File: src/rtl/irqv_pkg.sv
// Package irqv_pkg
// Shared layout of the status byte and source indexing for the interrupt
// vectoring controller. Source index order is also priority order.
package irqv_pkg;

    localparam int NUM_EDGE = 3;            // pin A, timer, pin B
    localparam int NUM_SRC  = NUM_EDGE + 1; // plus peripheral summary

    localparam int SRC_PIN_A  = 0;
    localparam int SRC_TIMER  = 1;
    localparam int SRC_PIN_B  = 2;
    localparam int SRC_PERIPH = 3;

    // Status byte image, most significant field first
    typedef struct packed {
        logic                periph_flag;
        logic [NUM_EDGE-1:0] edge_flag;
        logic                periph_en;
        logic [NUM_EDGE-1:0] edge_en;
    } stat_byte_t;

endpackage

File: src/rtl/irqv_periph_reduce.sv
// Module irqv_periph_reduce
// Folds the peripheral flags, each masked by its enable, into one summary.
// Assumes flags and enables are level signals held by the peripherals.
module irqv_periph_reduce #(
    parameter int NUM_PERIPH = 8
) (
    input  logic [NUM_PERIPH-1:0] flags,
    input  logic [NUM_PERIPH-1:0] enables,
    output logic                  any_pending
);

    logic [NUM_PERIPH-1:0] masked;

    // Gate each peripheral flag with its enable, then OR them together
    always_comb begin
        masked      = flags & enables;
        any_pending = |masked;
    end

endmodule

File: src/rtl/irqv_flag_bank.sv
// Module irqv_flag_bank
// Holds the three event flags, the four enables and the pending race marker.
// Update order per flag: software write, then hardware clear on vectoring,
// then hardware set on event (the event always wins).
// Assumes event inputs are single-cycle strobes.
module irqv_flag_bank
    import irqv_pkg::*;
(
    input  logic                clk,
    input  logic                rst_n,
    input  logic                wr_en,
    input  logic [7:0]          wr_data,
    input  logic [NUM_EDGE-1:0] edge_ev,
    input  logic                periph_any,
    input  logic                glb_dis,
    input  logic [NUM_EDGE-1:0] take_edge,
    input  logic                race_take,
    output logic [NUM_EDGE-1:0] flags,
    output logic [NUM_SRC-1:0]  enables,
    output logic                race_pend
);

    stat_byte_t            wr_img;
    logic [NUM_SRC-1:0]    fire;
    logic [NUM_SRC-1:0]    en_drop;
    logic                  race_hit;

    assign wr_img = stat_byte_t'(wr_data);

    // Per-source flag storage with write, hardware clear and set priority
    for (genvar i = 0; i < NUM_EDGE; i++) begin : g_flag
        logic nxt;

        // Resolve the next value of this flag
        always_comb begin
            nxt = flags[i];
            if (wr_en)        nxt = wr_img.edge_flag[i];
            if (take_edge[i]) nxt = 1'b0;
            if (edge_ev[i])   nxt = 1'b1;
        end

        // Register this flag
        always_ff @(posedge clk) begin
            if (!rst_n) flags[i] <= 1'b0;
            else        flags[i] <= nxt;
        end
    end

    // Enable register, loaded only by software
    always_ff @(posedge clk) begin
        if (!rst_n)     enables <= '0;
        else if (wr_en) enables <= {wr_img.periph_en, wr_img.edge_en};
    end

    // Detect a source firing in the cycle its enable goes from 1 to 0
    always_comb begin
        fire     = {periph_any, edge_ev};
        en_drop  = wr_en ? (enables & ~{wr_img.periph_en, wr_img.edge_en}) : '0;
        race_hit = !glb_dis && |(fire & en_drop);
    end

    // Remember a race until the core takes the reset vector
    always_ff @(posedge clk) begin
        if (!rst_n)         race_pend <= 1'b0;
        else if (race_hit)  race_pend <= 1'b1;
        else if (race_take) race_pend <= 1'b0;
    end

endmodule

File: src/rtl/irqv_prio_sel.sv
// Module irqv_prio_sel
// Fixed-priority pick among pending sources (lowest index wins) and
// vector generation. A pending race overrides every source with vector 0.
module irqv_prio_sel
    import irqv_pkg::*;
#(
    parameter int VEC_W      = 8,
    parameter int VEC_STRIDE = 8
) (
    input  logic [NUM_SRC-1:0] pend,
    input  logic               race_pend,
    output logic [NUM_SRC-1:0] sel,
    output logic [VEC_W-1:0]   vec
);

    logic [NUM_SRC-1:0] win;

    // Priority chain: a source wins only if no lower index is pending
    for (genvar i = 0; i < NUM_SRC; i++) begin : g_win
        if (i == 0) begin : g_first
            assign win[i] = pend[i];
        end else begin : g_rest
            assign win[i] = pend[i] & ~|pend[i-1:0];
        end
    end

    // Apply the race override and form the vector address
    always_comb begin
        sel = race_pend ? '0 : win;
        vec = '0;
        for (int i = 0; i < NUM_SRC; i++) begin
            if (sel[i]) vec = VEC_W'((i + 1) * VEC_STRIDE);
        end
    end

endmodule

File: src/rtl/irq_vector_ctrl.sv
// Module irq_vector_ctrl
// Interrupt status byte, request generation and vector latch for a small
// processor core. The core acknowledges with a one-cycle pulse; the vector
// is valid from the cycle after the acknowledge.
// Assumes the global disable bit is held elsewhere and driven in.
module irq_vector_ctrl
    import irqv_pkg::*;
#(
    parameter int NUM_PERIPH = 8,
    parameter int VEC_W      = 8
) (
    input  logic                  clk,
    input  logic                  rst_n,
    input  logic                  reg_wr_en,
    input  logic [7:0]            reg_wr_data,
    output logic [7:0]            reg_rd_data,
    input  logic                  glb_dis,
    input  logic                  ev_pin_a,
    input  logic                  ev_timer,
    input  logic                  ev_pin_b,
    input  logic [NUM_PERIPH-1:0] periph_flags,
    input  logic [NUM_PERIPH-1:0] periph_enables,
    output logic                  irq_req,
    input  logic                  irq_ack,
    output logic [VEC_W-1:0]      irq_vector
);

    localparam int VEC_STRIDE = 8;

    logic                periph_any;
    logic [NUM_EDGE-1:0] flags;
    logic [NUM_SRC-1:0]  enables;
    logic                race_pend;
    logic [NUM_SRC-1:0]  pend;
    logic [NUM_SRC-1:0]  sel;
    logic [VEC_W-1:0]    sel_vec;
    logic                take;
    logic [NUM_EDGE-1:0] take_edge;
    stat_byte_t          rd_img;

    irqv_periph_reduce #(.NUM_PERIPH(NUM_PERIPH)) u_reduce (
        .flags       (periph_flags),
        .enables     (periph_enables),
        .any_pending (periph_any)
    );

    irqv_flag_bank u_bank (
        .clk        (clk),
        .rst_n      (rst_n),
        .wr_en      (reg_wr_en),
        .wr_data    (reg_wr_data),
        .edge_ev    ({ev_pin_b, ev_timer, ev_pin_a}),
        .periph_any (periph_any),
        .glb_dis    (glb_dis),
        .take_edge  (take_edge),
        .race_take  (take && race_pend),
        .flags      (flags),
        .enables    (enables),
        .race_pend  (race_pend)
    );

    irqv_prio_sel #(.VEC_W(VEC_W), .VEC_STRIDE(VEC_STRIDE)) u_sel (
        .pend      (pend),
        .race_pend (race_pend),
        .sel       (sel),
        .vec       (sel_vec)
    );

    // Pending sources, request and accepted-take decode
    always_comb begin
        pend      = glb_dis ? '0 : ({periph_any, flags} & enables);
        irq_req   = race_pend || (|pend);
        take      = irq_ack && irq_req;
        take_edge = take ? sel[NUM_EDGE-1:0] : '0;
    end

    // Assemble the readable status byte
    always_comb begin
        rd_img.periph_flag = periph_any;
        rd_img.edge_flag   = flags;
        rd_img.periph_en   = enables[SRC_PERIPH];
        rd_img.edge_en     = enables[NUM_EDGE-1:0];
        reg_rd_data        = rd_img;
    end

    // Latch the vector when the core accepts a request
    always_ff @(posedge clk) begin
        if (!rst_n)    irq_vector <= '0;
        else if (take) irq_vector <= sel_vec;
    end

endmodule

File: config.mk
export PLATFORM = sky130hd
export DESIGN_NAME = irq_vector_ctrl
export DESIGN_NICKNAME = d
export VERILOG_FILES = /design/src/rtl/irqv_pkg.sv /design/src/rtl/irqv_periph_reduce.sv /design/src/rtl/irqv_flag_bank.sv /design/src/rtl/irqv_prio_sel.sv /design/src/rtl/irq_vector_ctrl.sv
export SDC_FILE = /design/constraint.sdc
export NUM_CORES = 1
export LEC_CHECK = 0
export BUFFER_PORTS_ARGS = -buffer_cell sky130_fd_sc_hd__buf_2
export CORE_MARGIN = 1
export CORE_UTILIZATION = 50
export CTS_BUF_LIST = sky130_fd_sc_hd__clkbuf_8
export CTS_CLUSTER_SIZE = 10
export DETAILED_ROUTE_END_ITERATION = 8
export GPL_TIMING_DRIVEN = 0
export HOLD_SLACK_MARGIN = 0.1
export PLACE_DENSITY = 0.87
export SYNTH_ARGS = -nofsm -noshare
export SYNTH_HDL_FRONTEND = slang
export SYNTH_HIERARCHICAL = 1
export SYNTH_SLANG_ARGS = --single-unit
File: constraint.sdc
create_clock -name clk -period 2.5 [get_ports clk]
set_input_delay 0.25 -clock clk [delete_from_list [all_inputs] [get_ports clk]]
set_output_delay 0.25 -clock clk [all_outputs]
set_load 0.01 [all_outputs]
=== Word level (Yosys, flattened, before mapping) ===
Cells that the tools add are included.

* Register bits: 16

* Mux-type cells: 19
* Bitwise gates (word level): 8
* Reduce and logical (&&, ||, !) cells: 17

{| class="wikitable"
|+ Operator list
! kind !! number
|-
| 8-bit 2-to-1 mux || 3
|-
| 4-bit 2-to-1 mux || 4
|-
| 4-bit bitwise AND || 3
|-
| 1-bit 2-to-1 mux || 11
|-
| 3-bit nonzero test || 3
|-
| 8-bit bitwise AND || 1
|-
| 4-bit OR reduction || 2
|-
| 8-bit OR reduction || 1
|-
| 1-bit logical NOT || 4
|-
| 4-bit NOT || 1
|-
| 1-bit bitwise AND || 3
|-
| 1-bit logical AND || 3
|-
| 3-bit 2-to-1 mux || 1
|-
| 3-bit OR reduction || 1
|-
| 2-bit nonzero test || 1
|-
| 2-bit OR reduction || 1
|-
| 1-bit logical OR || 1
|}

=== Longest topological paths before layout ===
* Depth in word-level cells: 12
* Mapped depth: 9
* Mapped depth without buffers: 8

=== By module ===
Netlist, hierarchy kept.

{| class="wikitable"
|+ By module, submodules not included
! module !! times used !! cells an instance !! area each (sq um) !! seq. area each (sq um)
|-
| irq_vector_ctrl || 1 || 51 || 425.4 || 160.2
|-
| irqv_flag_bank || 1 || 36 || 370.4 || 160.2
|-
| irqv_prio_sel || 1 || 17 || 105.1 || 0.0
|-
| irqv_periph_reduce || 1 || 5 || 36.3 || 0.0
|}

=== Least setup slack after synthesis ===
OpenSTA, ideal clock, no wires.

* Path kind: input -> register
* Start: in periph_flags[5]
* End: reg u_bank.flags[1]
* Library setup time: 0.058 ns
* Arrival time: 1.520 ns
* Data required time: 2.442 ns
* Setup slack: 0.923 ns
* Cell stages on the path: 9
* Buffers on the path: 1
* Cells stage by stage: a22oi_1 > nand4_1 > nand2_2 > a41oi_2 > o21a_2 > buf_6 > and2_2 > nor2_1 > o21a_1

* Word-level cells in the longest chain between the ends: 10
* Elaborated cells on any way between the ends: 11
* Those cells by class: 4 x mux; 2 x bitwise; 5 x reduce/logical

{| class="wikitable"
|+ Ends and longest elaborated chain
! element !! RTL line !! text
|-
| start, declared || irq_vector_ctrl.sv:21 || <nowiki>input logic [NUM_PERIPH-1:0] periph_flags,</nowiki>
|-
| 8-bit bitwise AND (*) || irqv_periph_reduce.sv:16 || <nowiki>masked = flags & enables;</nowiki>
|-
| 8-bit OR reduction (*) || irqv_periph_reduce.sv:17 || <nowiki>any_pending = |masked;</nowiki>
|-
| net periph_any || irq_vector_ctrl.sv:30 || <nowiki>logic periph_any;</nowiki>
|-
| 4-bit bitwise AND (*) || irq_vector_ctrl.sv:71 || <nowiki>pend = glb_dis ? '0 : ({periph_any, flags} & enables);</nowiki>
|-
| 4-bit 2-to-1 mux (*) || irq_vector_ctrl.sv:71 ||
|-
| 4-bit OR reduction (*) || irq_vector_ctrl.sv:72 || <nowiki>irq_req = race_pend || (|pend);</nowiki>
|-
| 1-bit logical OR (*) || irq_vector_ctrl.sv:72 ||
|-
| 1-bit logical AND (*) || irq_vector_ctrl.sv:73 || <nowiki>take = irq_ack && irq_req;</nowiki>
|-
| 3-bit 2-to-1 mux (*) || irq_vector_ctrl.sv:74 || <nowiki>take_edge = take ? sel[NUM_EDGE-1:0] : '0;</nowiki>
|-
| net take_edge[1] || irq_vector_ctrl.sv:38 || <nowiki>logic [NUM_EDGE-1:0] take_edge;</nowiki>
|-
| 1-bit 2-to-1 mux || irqv_flag_bank.sv:38 || <nowiki>if (take_edge[i]) nxt = 1'b0;</nowiki>
|-
| 1-bit 2-to-1 mux || irqv_flag_bank.sv:39 || <nowiki>if (edge_ev[i]) nxt = 1'b1;</nowiki>
|-
| end signal, assigned by index || irqv_flag_bank.sv:45 || <nowiki>else flags[i] <= nxt;</nowiki>
|-
| end, declared || irqv_flag_bank.sv:18 || <nowiki>output logic [NUM_EDGE-1:0] flags,</nowiki>
|}

Mark *: on every way through the listed nets, which the timed path passes. The rest lies on a longest branch.
A chain may end at the register's enable or synchronous reset.

=== Worst setup path in the final report ===
* Start: in periph_flags[3]
* End: out irq_req

* Word-level cells in the longest chain between the ends: 6

{| class="wikitable"
|+ Ends and longest elaborated chain
! element !! RTL line !! text
|-
| 8-bit bitwise AND || irqv_periph_reduce.sv:16 ||
|-
| 8-bit OR reduction || irqv_periph_reduce.sv:17 ||
|-
| net periph_any || irq_vector_ctrl.sv:30 ||
|-
| 4-bit bitwise AND || irq_vector_ctrl.sv:71 ||
|-
| 4-bit 2-to-1 mux || irq_vector_ctrl.sv:71 ||
|-
| 4-bit OR reduction || irq_vector_ctrl.sv:72 ||
|-
| 1-bit logical OR || irq_vector_ctrl.sv:72 ||
|-
| end, declared || irq_vector_ctrl.sv:23 || <nowiki>output logic irq_req,</nowiki>
|}

The timed path passes the listed nets, and every way through them passes these cells.

==> run metrics <==
I/O pin total=49; Clock transition at path regs=0.07 ns; fin util=0.7240; Unique masters post-synth=30; CTS Buf Count=3; Fin Setup TNS=0 ns; Final HPWL DP=1.558 mm; largest net degree at the start of global routing=11; cell count after synthesis=109; Hold Fails Final Rpt=0; commonest non-fill, non-tap cell in the layout=buf_2; main flop type after synthesis=dfxtp_1; Final Critical Period=1.704 ns; DR iter-0 viols=15; clock sinks=16; dpl ws=0.6555 ns; initial antenna violation count=0; nets=195; DIE AREA=0.002052 mm^2; total power=621.2 uW; Final Cell Area=0.001264 mm^2; Yosys reg bits=16; Critical Path Source=periph_flags[3]; Total Routing Usage GR=0.2055; type of the tightest min-delay check=input port to register; H-tree depth=1; CTS tree=done; Warnings, synthesis=6; Rows=15; routability cong.=0.8026; Routed Antenna Nets=0; EDFF count, synth=0; CP max FO=3; layout cell share with drive strength beyond 1=0.4383; Pleak=0.0006320 uW; CP required=2.25 ns; final antenna diode count=0; Routed WL per cell=10.80 um; reg2reg start=u_bank/enables[3]; core area=0.001745 mm^2; Final Cycle Share=0.6816; crit path DAT=1.45 ns; Root Buffer=clkbuf_8; unrepaired setup endpoints after global routing=false; min-delay src=ev_pin_a; Syn Area/Cell=8.598 um^2; Worst-Skew Late Latency=0.25 ns; crit path kind=input port to output pin; Setup Buffers After CTS=0; Layout area overhead=34.85%; Die Wd=45.30 um; TritonRoute pass-1 iters=4; sequential fraction of the synthesis area=0.3418; fraction of registers with async set/reset=0; final wirelength=2.020 mm; vias in the first global route=800; total grt overflow=0; Initial Utilization=0.5369; Vias/cell=4.904; status=completed; Power Density=491.5 mW/mm^2; most frequent cells in the layout=buf_2 (46), nand2_1 (17), dfxtp_1 (16); Max Cap Viol=0; dpl cell area=0.001209 mm^2; Max Fclk=586.9 MHz; first-pass GRT wire length=3.084 mm; synthesized area=937.1 um^2; CP Launch Type=input port; # port buffers=45; clk buf depth=2; post_cts resized=0; Slew Viols, Final=0; endpoint type of the worst setup path=output pin; final setup vio count=0; cts hold-fix bufs=0; worst vdd ir=0.4230 mV; vias after detailed routing=917; worst setup margin=0.7961 ns; die span in y=45.30 um; Remaining DRCs=0; skew final=0.004976 ns
-- power breakdown --
part / leakage, uW / switching (uW) / internal (uW)
sequential: 0.000131 / 9.90 / 267
combinational: 0.000472 / 54.2 / 62.7
clock: 0.0000288 / 87.6 / 140
total: 0.000632 / 152 / 469
-- metrics by stage --
step / cells / hold slack [ns]
2_1_floorplan: 113 / 0.3738
5_1_grt: 187 / 0.2267
4_1_cts: 187 / 0.2239
3_3_place_gp: 183 / 0.4401
3_5_place_dp: 183 / 0.4469
6_report: 187 / 0.2237
-- area by class of cell --
class,count,area (um^2)
inverters,3,11.26
well taps,25,31.28
clock buffers,4,55.05
fillers,141,481.7
multi-input cells,82,533.0
repair buffers,45,225.2
plain buffers,12,87.58
flip-flops and latches,16,320.3
-- critical path: stages --
cell	delay [ns]
buf_2	0.10
a22oi_1	0.19
nand4_1	0.19
nand2_2	0.13
a41oi_2	0.14
or2_2	0.31
buf_2	0.15
-- state kept, by name, summed over array words and instances (netlist names) --
signal and count:
u_bank/race_pend 1, u_bank/enables 4, irq_vector 8, u_bank/flags 3
-- metal layers --
metal,track usage,part of all wire,up-vias
met1,0.2162,0.43,409
met5,0,0,-
met4,0.08485,0.023,0
met3,0.04000,0.064,6
met2,0.3913,0.48,39
li1,-,-,463
-- synth_stat cells, types with 3 or more instances --
master	instances	share of area
nor2b_1	4	0.027
nand2_2	3	0.020
nor2_1	10	0.040
buf_4	9	0.072
nand2_1	17	0.068
mux2i_1	15	0.16
inv_1	3	0.012
dfxtp_1	16	0.34
a22oi_1	4	0.032
o21a_1	3	0.024
and2_2	3	0.024
-- kinds of logic (layout without fill, tap and decap cells) --
group / Yosys count / in the layout / synth area share
simple gates: 49 / 49 / 0.2750
compound gates: 13 / 13 / 0.1135
mux: 15 / 15 / 0.1602
flops: 16 / 16 / 0.3418
other cells: 1 / 5 / 0.004001
buf+inv: 15 / 64 / 0.1055
-- worst paths after layout --
check | endpoint | slack [ns] | cells past startpoint
worst max-delay path | irq_req | 0.80 | 7
worst min-delay path | u_bank/flags[0] | 0.22 | 2
worst max register to register | u_bank/flags[1] | 1.03 | 7
worst min register to register | irq_vector[6] | 0.45 | 2
No activity file was read; power rests on OpenSTA's default activity.
